**config.mk**
```make
export PLATFORM = sky130hd
export DESIGN_NAME = rfs_synth
export DESIGN_NICKNAME = d
export VERILOG_FILES = /design/src/rtl/rfs_pkg.sv /design/src/rtl/rfs_divider.sv /design/src/rtl/rfs_ratio_ctrl.sv /design/src/rtl/rfs_synth.sv
export SDC_FILE = /design/constraint.sdc
export NUM_CORES = 1
export LEC_CHECK = 0
export BUFFER_PORTS_ARGS = -buffer_cell sky130_fd_sc_hd__clkbuf_2
export CELL_PAD_IN_SITES_DETAIL_PLACEMENT = 0
export CELL_PAD_IN_SITES_GLOBAL_PLACEMENT = 1
export CORE_UTILIZATION = 48
export DETAILED_ROUTE_END_ITERATION = 8
export GPL_TIMING_DRIVEN = 0
export PLACE_DENSITY = 0.78
export SYNTH_ARGS = -nofsm -noshare
export SYNTH_HDL_FRONTEND = slang
export SYNTH_HIERARCHICAL = 1
export SYNTH_SLANG_ARGS = --single-unit
```
**constraint.sdc**
```tcl
create_clock -name clk -period 3.75 [get_ports clk]
set_input_delay 0.1875 -clock clk [delete_from_list [all_inputs] [get_ports clk]]
set_output_delay 0.1875 -clock clk [all_outputs]
set_load 0.05 [all_outputs]
```
**src/rtl/rfs_pkg.sv**
```systemverilog
package rfs_pkg;
  localparam int RFS_DIV_W  = 8;
  localparam int RFS_CODE_W = 4;

  typedef struct packed {
    logic [RFS_DIV_W-1:0] fb;
    logic [RFS_DIV_W-1:0] rf;
    logic                 alt;
  } ratio_t;

  function automatic ratio_t mk_ratio(input int unsigned f, input int unsigned r, input logic a);
    ratio_t t;
    t.fb  = RFS_DIV_W'(f);
    t.rf  = RFS_DIV_W'(r);
    t.alt = a;
    return t;
  endfunction

  // Built-in ratio table, one entry per frequency code.
  function automatic ratio_t ratio_lookup(input logic [RFS_CODE_W-1:0] code);
    case (code)
      4'd0:    return mk_ratio(19, 20, 1'b0);
      4'd1:    return mk_ratio(39, 40, 1'b0);
      4'd2:    return mk_ratio(79, 80, 1'b0);
      4'd3:    return mk_ratio(99, 100, 1'b0);
      4'd4:    return mk_ratio(199, 200, 1'b0);
      4'd5:    return mk_ratio(148, 153, 1'b0);
      4'd6:    return mk_ratio(29, 30, 1'b0);
      4'd7:    return mk_ratio(59, 60, 1'b0);
      4'd8:    return mk_ratio(2, 2, 1'b0);
      4'd9:    return mk_ratio(49, 50, 1'b0);
      4'd10:   return mk_ratio(119, 120, 1'b0);
      4'd11:   return mk_ratio(97, 100, 1'b0);
      4'd12:   return mk_ratio(200, 209, 1'b1);
      4'd13:   return mk_ratio(150, 151, 1'b1);
      4'd14:   return mk_ratio(0, 20, 1'b0);
      default: return mk_ratio(19, 1, 1'b0);
    endcase
  endfunction

  // A divisor below two cannot produce a periodic pulse.
  function automatic logic ratio_ok(input ratio_t t);
    return (t.fb >= RFS_DIV_W'(2)) && (t.rf >= RFS_DIV_W'(2));
  endfunction

  localparam ratio_t RATIO_FALLBACK = '{fb: 8'd19, rf: 8'd20, alt: 1'b0};
endpackage

```
**src/rtl/rfs_divider.sv**
```systemverilog
module rfs_divider #(
  parameter int W = 8
) (
  input  logic         clk,
  input  logic         rst,
  input  logic         tick,
  input  logic [W-1:0] div,
  output logic         term,
  output logic         pulse
);
  logic [W-1:0] cnt;

  // Terminal event: the strobe that completes a group of div strobes.
  assign term = tick && (cnt == div - W'(1));

  always_ff @(posedge clk) begin
    if (rst) begin
      cnt   <= '0;
      pulse <= 1'b0;
    end else begin
      pulse <= term;
      if (term)      cnt <= '0;
      else if (tick) cnt <= cnt + W'(1);
    end
  end

  // count always below the active divisor
  a_r2_cnt_in_range: assert property (@(posedge clk) disable iff (rst) cnt < div);
  // pulses are isolated single cycles
  a_r3_pulse_single: assert property (@(posedge clk) disable iff (rst) pulse |=> !pulse);
  // no strobe, no movement, no pulse
  a_r9_idle_hold: assert property (@(posedge clk) disable iff (rst)
    !tick |=> ($stable(cnt) && !pulse));
endmodule

```
**src/rtl/rfs_ratio_ctrl.sv**
```systemverilog
module rfs_ratio_ctrl
  import rfs_pkg::*;
#(
  parameter int CODE_W = RFS_CODE_W
) (
  input  logic              clk,
  input  logic              rst,
  input  logic [CODE_W-1:0] code,
  input  logic              fb_term,
  input  logic              ref_term,
  output ratio_t            active,
  output logic              cfg_err,
  output logic              swap_evt
);
  ratio_t cand;
  logic   cand_ok;

  assign cand     = ratio_lookup(RFS_CODE_W'(code));
  assign cand_ok  = ratio_ok(cand);
  assign swap_evt = fb_term && ref_term;

  always_ff @(posedge clk) begin
    if (rst) begin
      active  <= cand_ok ? cand : RATIO_FALLBACK;
      cfg_err <= !cand_ok;
    end else if (swap_evt) begin
      if (cand_ok) active <= cand;
      cfg_err <= !cand_ok;
    end
  end

  // setting moves only at a joint terminal count
  a_r5_hold_between: assert property (@(posedge clk) disable iff (rst)
    !swap_evt |=> $stable(active));
  // an invalid entry is refused and flagged
  a_r6_refuse_bad: assert property (@(posedge clk) disable iff (rst)
    (swap_evt && !cand_ok) |=> ($stable(active) && cfg_err));
  // the active setting never carries a divisor below two
  a_r6_active_valid: assert property (@(posedge clk) disable iff (rst)
    (active.fb >= 8'd2) && (active.rf >= 8'd2));
  // a valid load clears the flag
  a_r7_err_clears: assert property (@(posedge clk) disable iff (rst)
    (swap_evt && cand_ok) |=> !cfg_err);
endmodule

```
**src/rtl/rfs_synth.sv**
```systemverilog
module rfs_synth
  import rfs_pkg::*;
#(
  parameter int DIV_W  = RFS_DIV_W,
  parameter int CODE_W = RFS_CODE_W
) (
  input  logic              clk,
  input  logic              rst,
  input  logic [CODE_W-1:0] freq_code,
  input  logic              ref_tick,
  input  logic              osc_tick,
  output logic              ref_pulse,
  output logic              fb_pulse,
  output logic              ref_alt_sel,
  output logic              cfg_err
);
  ratio_t active;
  logic   fb_term, ref_term, swap_evt;

  rfs_ratio_ctrl #(.CODE_W(CODE_W)) i_ctrl (
    .clk(clk), .rst(rst), .code(freq_code),
    .fb_term(fb_term), .ref_term(ref_term),
    .active(active), .cfg_err(cfg_err), .swap_evt(swap_evt)
  );

  rfs_divider #(.W(DIV_W)) i_fb_div (
    .clk(clk), .rst(rst), .tick(osc_tick), .div(DIV_W'(active.fb)),
    .term(fb_term), .pulse(fb_pulse)
  );

  rfs_divider #(.W(DIV_W)) i_ref_div (
    .clk(clk), .rst(rst), .tick(ref_tick), .div(DIV_W'(active.rf)),
    .term(ref_term), .pulse(ref_pulse)
  );

  assign ref_alt_sel = active.alt;

  // the source flag follows the setting and moves only at a load point
  a_r8_sel_stable: assert property (@(posedge clk) disable iff (rst)
    !swap_evt |=> $stable(ref_alt_sel));
  // a load point always emits both pulses on the next cycle
  a_r5_joint_pulses: assert property (@(posedge clk) disable iff (rst)
    swap_evt |=> (fb_pulse && ref_pulse));
endmodule

```
==> metrics.cfg, run 1 <==
[timing]
finalMaxSlewViolations=0
final-setup-viol-count=0
min_period_over_period=0.801
rsz0062_at_grt=no
slew_headroom=0.620
period_minus_slack_ns=3.01
tightest_slew_ns=0.570
skew_ns=0.00782
setup_tns_ns=0
fmax_ghz=0.333
finalHoldViolCount=0

[flow_run]
max_cap_viol_count=0

[yosys]
synth_edf_count=15
synthMuxAreaShare=0.0395
syn_area_per_cell_um2=9.39
ys_seq_area_frac=0.328
synth_top_family_by_area=simple AND/OR/NAND/NOR gates
synth_xor_area_frac=0.106
synth_seq_cells=33
post_synth_num_cell_types=54
synth.cell_area_um2=2470
ys.flop_type=dfxtp_1
synth_compound_area_frac=0.154
synthSimpleGateAreaFrac=0.245
synth_fp_nets=283
yosys_warnings=6
synth_fa_ha_area_frac=0.0608
synthArstFlopShare=0
synthCells=263

[floorplanning]
dieArea_um2=5430
die_w_um=73.7
core-area_um2=4850
floorplan.rows=25
ios=12
die_y_um=73.7
initial_core_util=0.509

[place]
hpwl_um=3570
gp_congestion=0.828
port_buffers=9

[route]
drc_errors=0
via_per_inst=5.37
drt-total-wl_um=4720
ant_nets=0
detail_route.wl_per_cell_um=13.6
drt_iter0_markers=41
firstDrtPassIters=4
vias=1863

[run_status]
outcome=finished, final reports clean

[finish]
final_util=0.553
drive_gt1_frac=0.154
final_nets=299
antenna_cells=0
area_delta_synth_final_pct=8.57
fillers=450

[cts]
cts_resized=0
cts_setup_buffers=0
hold_buffers=0
htreeDepth=2
clock-root-buffer=clkbuf_8
clk-insertion-delay-late_ns=0.28
cts_sinks=33
cts_tree=built
cts.reportedPaths.clkPinSlew_ns=0.07
numCtsBuffers=5
ctsLongestPathBuffers=2

[setup_path]
critical_path.cell_chain=inv_1 -> ha_1 -> o21bai_1 -> a211oi_1 -> o21ai_0 -> a211oi_4 -> and2_1 -> a31o_1
cp_slowest_cell=a31o_1
crit_type=reg2reg
crit_arrival_ns=2.92
worstPathRequired_ns=3.66
critPathBufInv=1
critPathTopFamily=compound AO/OA/AOI/OAI gates
critPathMaxFanout=14
crit_path_start_kind=flop
crit_path_end_kind=flop
slowest_delay_ns=0.52

[power]
clock_power_share=0.286
power.switching_mw=0.253
ir_worst_vdd_mv=0.182
leakage_nw=1.07
swShare=0.293
power_density_nw_per_um2=323
power_frac_comb=0.213
power_frac_seq=0.501
power.internal_mw=0.612

[global_route]
antenna_found_initial=0
grt_pass1_wl_um=8150
grt_max_degree=15
grt_pass1_vias=1760
grt_usage=0.196
gr-total-overflow=0

[worst_hold_path]
hold_path_class=in2reg

-- cell type report --
type / instances / area, um2 / area share
Buffer: 16 / 101 / 0.0378
Multi-Input combinational cell: 198 / 1500 / 0.558
Clock buffer: 6 / 72.6 / 0.0271
Tap cell: 67 / 83.8 / 0.0313
Clock inverter: 2 / 10.0 / 0.00373
Inverter: 16 / 60.1 / 0.0224
Sequential cell: 33 / 811 / 0.303
Timing Repair Buffer: 9 / 45.0 / 0.0168
-- kinds of logic (layout without fill, tap and decap cells) --
family | Yosys count | in the layout
AND/OR/NAND/NOR | 102 | 102
AO/OA/AOI/OAI | 47 | 47
flip-flops | 33 | 33
buffers and inverters | 32 | 49
XOR/XNOR | 30 | 30
adder cells (fa/ha/maj) | 12 | 12
multiplexers | 7 | 7
-- tightest hold or removal path, stage by stage --
cell,delay (ns)
clkbuf_1,0.16
xnor2_1,0.18
nor3_1,0.04
-- Yosys cell counts, types with 3 or more instances --
cell type	number	area, um2
a21oi_1	8	40.0
and2_1	3	18.8
and3_1	7	43.8
and4_1	3	26.3
buf_2	3	15.0
buf_4	4	30.0
buf_6	3	33.8
clkbuf_1	4	15.0
dfxtp_1	18	360
edfxtp_1	15	450
ha_1	12	150
inv_1	16	60.1
mux2i_1	3	30.0
nand2_1	17	63.8
nand2b_1	9	56.3
nand3_1	4	20.0
nand3b_1	3	22.5
nand4_1	9	56.3
nor2_1	12	45.0
nor2b_1	4	25.0
nor3_1	23	115
o211ai_1	4	30.0
o21ai_0	7	35.0
o21ai_1	4	20.0
xnor2_1	10	87.6
xor2_1	20	175
-- state kept, by name (all words and copies together), names as in the netlist --
signal	flops
i_fb_div/pulse	1
i_ref_div/cnt	8
i_fb_div/cnt	8
i_ref_div/pulse	1
i_ctrl/cfg_err	1
i_ctrl/active	14
-- layer usage --
layer,vias up,GRT usage,wire length [um]
li1,974,-,-
met4,0,0.0620,48
met2,21,0.315,2180
met1,864,0.266,2370
met3,4,0.0384,128
met5,-,0,0
-- cell usage in the layout, fill, tap and decap left out, types with 5 or more instances in the layout --
| cell type | instances |
|---|---|
| a21oi_1 | 8 |
| clkbuf_2 | 9 |
| inv_1 | 16 |
| clkbuf_1 | 5 |
| nand2b_1 | 9 |
| nor2_1 | 12 |
| nor3_1 | 23 |
| and3_1 | 7 |
| edfxtp_1 | 15 |
| clkbuf_8 | 5 |
| dfxtp_1 | 18 |
| ha_1 | 12 |
| xnor2_1 | 10 |
| nand4_1 | 9 |
| o21ai_0 | 7 |
| xor2_1 | 20 |
| nand2_1 | 17 |
-- metrics by stage --
| stage | total power, mW | cells | instance area (um2) | worst slack [ns] | hold slack (ns) |
|---|---|---|---|---|---|
| after global placement | 0.623 | 339 | 2600 | 0.719 | 0.563 |
| after CTS | 0.875 | 347 | 2680 | 0.715 | 0.316 |
| after floorplan | 0.582 | 263 | 2470 | 1.16 | 0.373 |
| after global routing | 0.916 | 347 | 2680 | 0.514 | 0.373 |
| final | 0.865 | 347 | 2680 | 0.745 | 0.327 |
| after detailed placement | 0.624 | 339 | 2600 | 0.727 | 0.560 |
-- path summary, 6_finish.rpt --
| kind | from | to | slack, ns | cells past startpoint |
|---|---|---|---|---|
| max reg2reg | i_ctrl/active[9] | i_ctrl/active[2] | 0.74 | 8 |
| min | ref_tick | i_ref_div/cnt[0] | 0.33 | 3 |
| min reg2reg | i_ref_div/cnt[1] | i_ref_div/cnt[1] | 0.58 | 2 |
| max | i_ctrl/active[9] | i_ctrl/active[2] | 0.74 | 8 |
-- power groups by stage --
stage	Combinational (mW)	Sequential [mW]	Clock (mW)
4_1_cts	0.184	0.434	0.257
2_1_floorplan	0.143	0.440	0
5_1_grt	0.206	0.437	0.273
3_3_place_gp	0.182	0.441	0
3_5_place_dp	0.183	0.442	0
6_report	0.184	0.433	0.248
(Power assumes the default switching activity.)
==> inputs of run 2 (changes only) <==
- CORE_UTILIZATION: 48 -> 43
- PLACE_DENSITY: 0.78 -> 0.73
- clock period: 3.75 -> 2.6 ns (I/O delays scaled with it)
==> run 2 against run 1 <==
Routed wire length rose by 1.5%; sequential share of layout area fell by 0.82 points; global-route usage fell by 2.2 points; register-to-register slack got worse by 0.59 ns; count of clock-buffer cells in the layout rose by 2; hold slack got worse by 0.053 ns; cell area rose by 2.8%; largest power group unchanged; highest routed layer unchanged.
==> metrics.cfg, run 2 (synthesis gave the netlist of run 1 again) <==
[run_status]
outcome=finished, final reports clean

[finish]
antenna_cells=0
drive_gt1_frac=0.171
area_delta_synth_final_pct=11.6
top_regs=i_ctrl/active x14, i_fb_div/cnt x8, i_ref_div/cnt x8
largest_reg_flops=14
top_register=i_ctrl/active
mostFrequentLayoutCells=23 x nor3_1, 20 x xor2_1, 18 x dfxtp_1
final_common_cell=nor3_1
fillers=542
regArea_um2=811
final_nets=306
postLayoutCellArea_um2=2760
multiInputGateArea_um2=1520

[worst_hold_path]
hold_path_class=in2reg

[route]
drc_errors=0
ant_nets=0
firstDrtPassIters=4
via_per_inst=5.34
detail_route.wl_per_cell_um=13.4
drt-total-wl_um=4790
vias=1917
drt_iter0_markers=82

[setup_path]
critical_path.cell_chain=inv_1 -> ha_1 -> o21bai_1 -> a211oi_1 -> o21ai_0 -> a211oi_4 -> and2_1 -> a31o_4
worstPathRequired_ns=2.58
critPathBufInv=1
cp_slowest_cell=edfxtp_1
crit_path_start_kind=flop
critPathMaxFanout=7
crit_arrival_ns=2.43
r2r_slack_ns=0.15
crit_type=reg2reg
slowest_delay_ns=0.43
critPathTopFamily=compound AO/OA/AOI/OAI gates
crit_path_end_kind=flop

[cts]
clock-root-buffer=clkbuf_8
clk-insertion-delay-late_ns=0.27
htreeDepth=2
numCtsBuffers=5
ctsLongestPathBuffers=2
cts.reportedPaths.clkPinSlew_ns=0.06
cts_sinks=33
cts_tree=built

[flow_run]
max_cap_viol_count=0

[global_route]
use_met1=0.243
grt_usage=0.174
grt_pass1_vias=1799
grt_pass1_wl_um=8440
antenna_found_initial=0
met2_usage=0.277
gr-total-overflow=0
gr-usage-met3=0.0282
top_usage_layer=met2
grt_max_degree=15

[timing]
layout_setup_ws_ns=0.153
finalHoldViolCount=0
tightest_slew_ns=0.441
setup_tns_ns=0
min_period_over_period=0.941
fmax_ghz=0.409
finalMaxSlewViolations=0
slew_headroom=0.703
skew_ns=0.00375
period_minus_slack_ns=2.45
final-setup-viol-count=0

[place]
gp_congestion=0.797
post-place-ws_ns=-0.459
place_area_um2=2600
port_buffers=9
hpwl_um=3610

[power]
leakage_nw=1.10
power.switching_mw=0.361
power_frac_comb=0.223
power_frac_seq=0.495
swShare=0.287
power.internal_mw=0.896
ir_worst_vdd_mv=0.188
clock_power_share=0.283
power_density_nw_per_um2=456

[floorplanning]
die_w_um=77.8
ios=12
core-area_um2=5510
die_y_um=77.8
initial_core_util=0.448
dieArea_um2=6050
floorplan.rows=27

==> run 2: changes by cell type in the layout (fill, tap and decap cells not counted) <==
cell and change:
clkinv_2 -2, a31o_4 +2, a31o_1 -1, clkbuf_1 +2
buf_4 +6
==> run 2: worst paths after layout <==
path                      from               end  cells after the start
min reg2reg   i_ref_div/cnt[0]  i_ref_div/cnt[0]                      2
max reg2reg  i_ctrl/active[10]  i_ctrl/active[5]                      8
max          i_ctrl/active[10]  i_ctrl/active[5]                      8
min                   ref_tick  i_ref_div/cnt[0]                      3
==> run 2: per-layer routing <==
layer	share of wire	vias up
li1	-	991
met1	0.50	900
met2	0.47	24
met3	0.020	2
met4	0.0060	0
met5	0	-
==> run 2: stage by stage <==
step	instances	util	hold WS [ns]	power, mW
final	359	0.500	0.274	1.26
after global routing	359	0.500	0.325	1.33
after CTS	354	0.492	0.270	1.27
after detailed placement	344	0.473	0.558	0.902
after global placement	344	0.473	0.558	0.900
after floorplan	263	-	0.315	0.840
==> run 2: power by group through the flow <==
stage,clock network [mW],registers [mW],logic [mW]
final,0.356,0.622,0.280
after detailed placement,0,0.637,0.265
after global routing,0.389,0.627,0.313
after global placement,0,0.637,0.263
after floorplan,0,0.634,0.206
after CTS,0.373,0.625,0.267
==> run 2: cell type report <==
type                    count  share of cell area
clock buffers               8              0.0291
inverters                  16              0.0218
flip-flops and latches     33               0.294
plain buffers              16              0.0368
repair buffers             15              0.0327
multi-input cells         199               0.553
well taps                  72              0.0327
==> run 2: worst reg2reg max path, stage by stage (launching register included) <==
cell and delay (ns):
edfxtp_1 0.43, inv_1 0.07, ha_1 0.27, o21bai_1 0.19, a211oi_1 0.23, o21ai_0 0.20
a211oi_4 0.30, and2_1 0.24, a31o_4 0.24
==> run 2: what timing repair did <==
item / 4_1_cts / 5_1_grt
setup buffers: 2 / 4
pin swaps: 2 / 1
cloned: 0 / 1
hold buffers: 0 / 0
endpoints found under the setup margin: 14 / 14
gates resized for setup: 2 / 1
==> inputs of run 3 (changes only) <==
- ABC_AREA: not set -> 1
- CORE_UTILIZATION: 43 -> 44
- PLACE_DENSITY: 0.73 -> 0.77
- clock period: 2.6 -> 2.5 ns (I/O delays scaled with it)
==> run 3 against run 2 <==
Final cell count up 23%; count of clock-buffer cells in the layout down 1; cell area down 2.6%; setup slack better by 0.15 ns; non-clock buffer count down 12; area after synthesis down 2.6%; hold slack worse by 0.079 ns.
==> metrics.cfg, run 3 <==
[run_status]
outcome=finished, final reports clean

[route]
ant_nets=0
drc_errors=0
vias=2007
via_per_inst=4.53
firstDrtPassIters=4
drt_iter0_markers=77
detail_route.wl_per_cell_um=10.4
drt-total-wl_um=4630

[setup_path]
r2r_slack_ns=0.30
slowest_delay_ns=0.40
cp_common_cell=inv_1
crit_arrival_ns=2.19
ff2ff_path_depth=15
crit_path_end_kind=flop
worstPathRequired_ns=2.49
r2r-end=i_ctrl/active[2]
critPathMaxFanout=14
critPathBufInv=5
crit_path_start_kind=flop
critical_path.cell_chain=inv_1 -> ha_1 -> inv_1 -> nor2_2 -> nand2_2 -> nor2_1 -> nand2_1 -> nand2_1 -> inv_1 -> nor2_2 -> nand2_2 -> inv_1 -> nand2_1 -> o21ai_4 -> buf_12
cp_slowest_cell=edfxtp_1
timing.rr.start=i_ctrl/active[9]
crit_type=reg2reg
critPathTopFamily=simple AND/OR/NAND/NOR gates

[floorplanning]
initial_core_util=0.465
die_w_um=75.9
floorplan.rows=26
ios=12
die_y_um=75.9
dieArea_um2=5760
core-area_um2=5170

[yosys]
syn_area_per_cell_um2=6.77
synth.cell_area_um2=2400
yosys_warnings=6
synth_fp_nets=375
synthCells=355

[timing]
period_minus_slack_ns=2.20
finalHoldViolCount=0
slew_headroom=0.779
layout_setup_ws_ns=0.299
whs_ns=0.195
setup_tns_ns=0
finalMaxSlewViolations=0
final-setup-viol-count=0
rsz0062_at_grt=no
fmax_ghz=0.454
tightest_slew_ns=0.329
skew_ns=0.00910
min_period_over_period=0.880

[power]
power_density_nw_per_um2=531
leakage_nw=1.37
ir_worst_vdd_mv=0.288
swShare=0.277
power.internal_mw=1.03
clock_power_share=0.362
power_frac_seq=0.441
power.switching_mw=0.394
power_frac_comb=0.197

[cts]
clk-insertion-delay-late_ns=0.28
cts_tree=built
cts_sinks=33
ctsLongestPathBuffers=2
cts.reportedPaths.clkPinSlew_ns=0.07
htreeDepth=2
hold_buffers=0
numCtsBuffers=5
clock-root-buffer=clkbuf_8

[flow_run]
max_cap_viol_count=0

[place]
port_buffers=9
gp_congestion=0.816
hpwl_um=3720
post-place-ws_ns=-0.383

[finish]
antenna_cells=0
final_nets=392
top_register=i_ctrl/active
drive_gt1_frac=0.131
mostFrequentLayoutCells=114 x nand2_1, 55 x inv_1, 45 x nor2_1
largest_reg_flops=14
top_regs=i_ctrl/active x14, i_fb_div/cnt x8, i_ref_div/cnt x8
area_delta_synth_final_pct=11.7
final_common_cell=nand2_1
fillers=541

[global_route]
antenna_found_initial=0
grt_max_degree=15
gr-total-overflow=0
grt_pass1_wl_um=8280
grt_usage=0.179
grt_pass1_vias=1870

[worst_hold_path]
min_from=osc_tick
hold_end=i_fb_div/cnt[1]
hold_path_class=in2reg
min_path_cells=3

==> run 3: cell types whose count changed in the layout (fill, tap and decap cells not counted), sizes merged, moves of 7 or more <==
cell / previous run / this run
nand2: 17 / 126
inv: 16 / 56
nor2: 12 / 51
nor3: 23 / 2
nand3: 4 / 24
nand2b: 9 / 0
buf: 18 / 10
xor2: 20 / 12
and3: 7 / 0
nand4: 9 / 2
==> run 3: cell type report <==
type,instances,area [um2],area share
buffer,9,61.3,0.0228
clock buffer,7,86.3,0.0322
clock inverter,1,30.0,0.0112
inverter,56,210,0.0783
multi-input combinational,257,1330,0.497
sequential,33,811,0.302
tap,70,87.6,0.0326
timing repair buffer,10,65.1,0.0242
==> run 3: power groups by stage <==
stage	clock [mW]	combinational (mW)	sequential, mW
global placement	0	0.274	0.641
finish	0.516	0.280	0.629
global route	0.558	0.325	0.634
floorplan	0	0.212	0.643
detailed placement	0	0.276	0.642
CTS	0.537	0.278	0.630
==> run 3: how the worst max path moves through the flow <==
stage	end	slack, ns	depth (start not counted)	start
floorplan	i_ctrl/active[0]	0.03	14	i_ctrl/active[9]
global placement	i_ctrl/active[0]	-0.37	14	i_ctrl/active[9]
detailed placement	i_ctrl/active[0]	-0.38	14	i_ctrl/active[9]
CTS	i_ctrl/active[0]	0.08	14	i_ctrl/active[9]
global route	i_ctrl/active[2]	0.02	15	i_ctrl/active[9]
finish	i_ctrl/active[2]	0.30	15	i_ctrl/active[9]
==> run 3: tightest hold or removal path, delay by kind of cell <==
| kind | cells | cell delay [ns] |
|---|---|---|
| compound gates | 1 | 0.08 |
| buf+inv | 1 | 0.15 |
| simple gates | 1 | 0.08 |
==> run 3: timing repair <==
| action | CTS | global route |
|---|---|---|
| setup endpoints to repair | 14 | 14 |
| gates resized for setup | 2 | 0 |
| pin swaps | 0 | 1 |
| buffers inserted | 0 | 1 |
| gates cloned | 0 | 0 |
==> run 3: through the flow <==
step / util / total power, mW / cells / area [um2]
global placement: 0.490 / 0.916 / 434 / 2540
global route: 0.519 / 1.52 / 443 / 2680
detailed placement: 0.490 / 0.918 / 434 / 2540
floorplan: - / 0.855 / 355 / 2400
CTS: 0.515 / 1.44 / 442 / 2660
finish: 0.519 / 1.43 / 443 / 2680
==> run 3: metal layers <==
metal  routed length, um  share of wire  global-route usage  vias to the layer above
li1                    -              -                   -                     1112
met1                2410           0.52               0.239                      871
met2                2060           0.44               0.291                       18
met3                  97          0.021              0.0325                        6
met4                  60          0.013              0.0577                        0
met5                   0              0                   0                        -
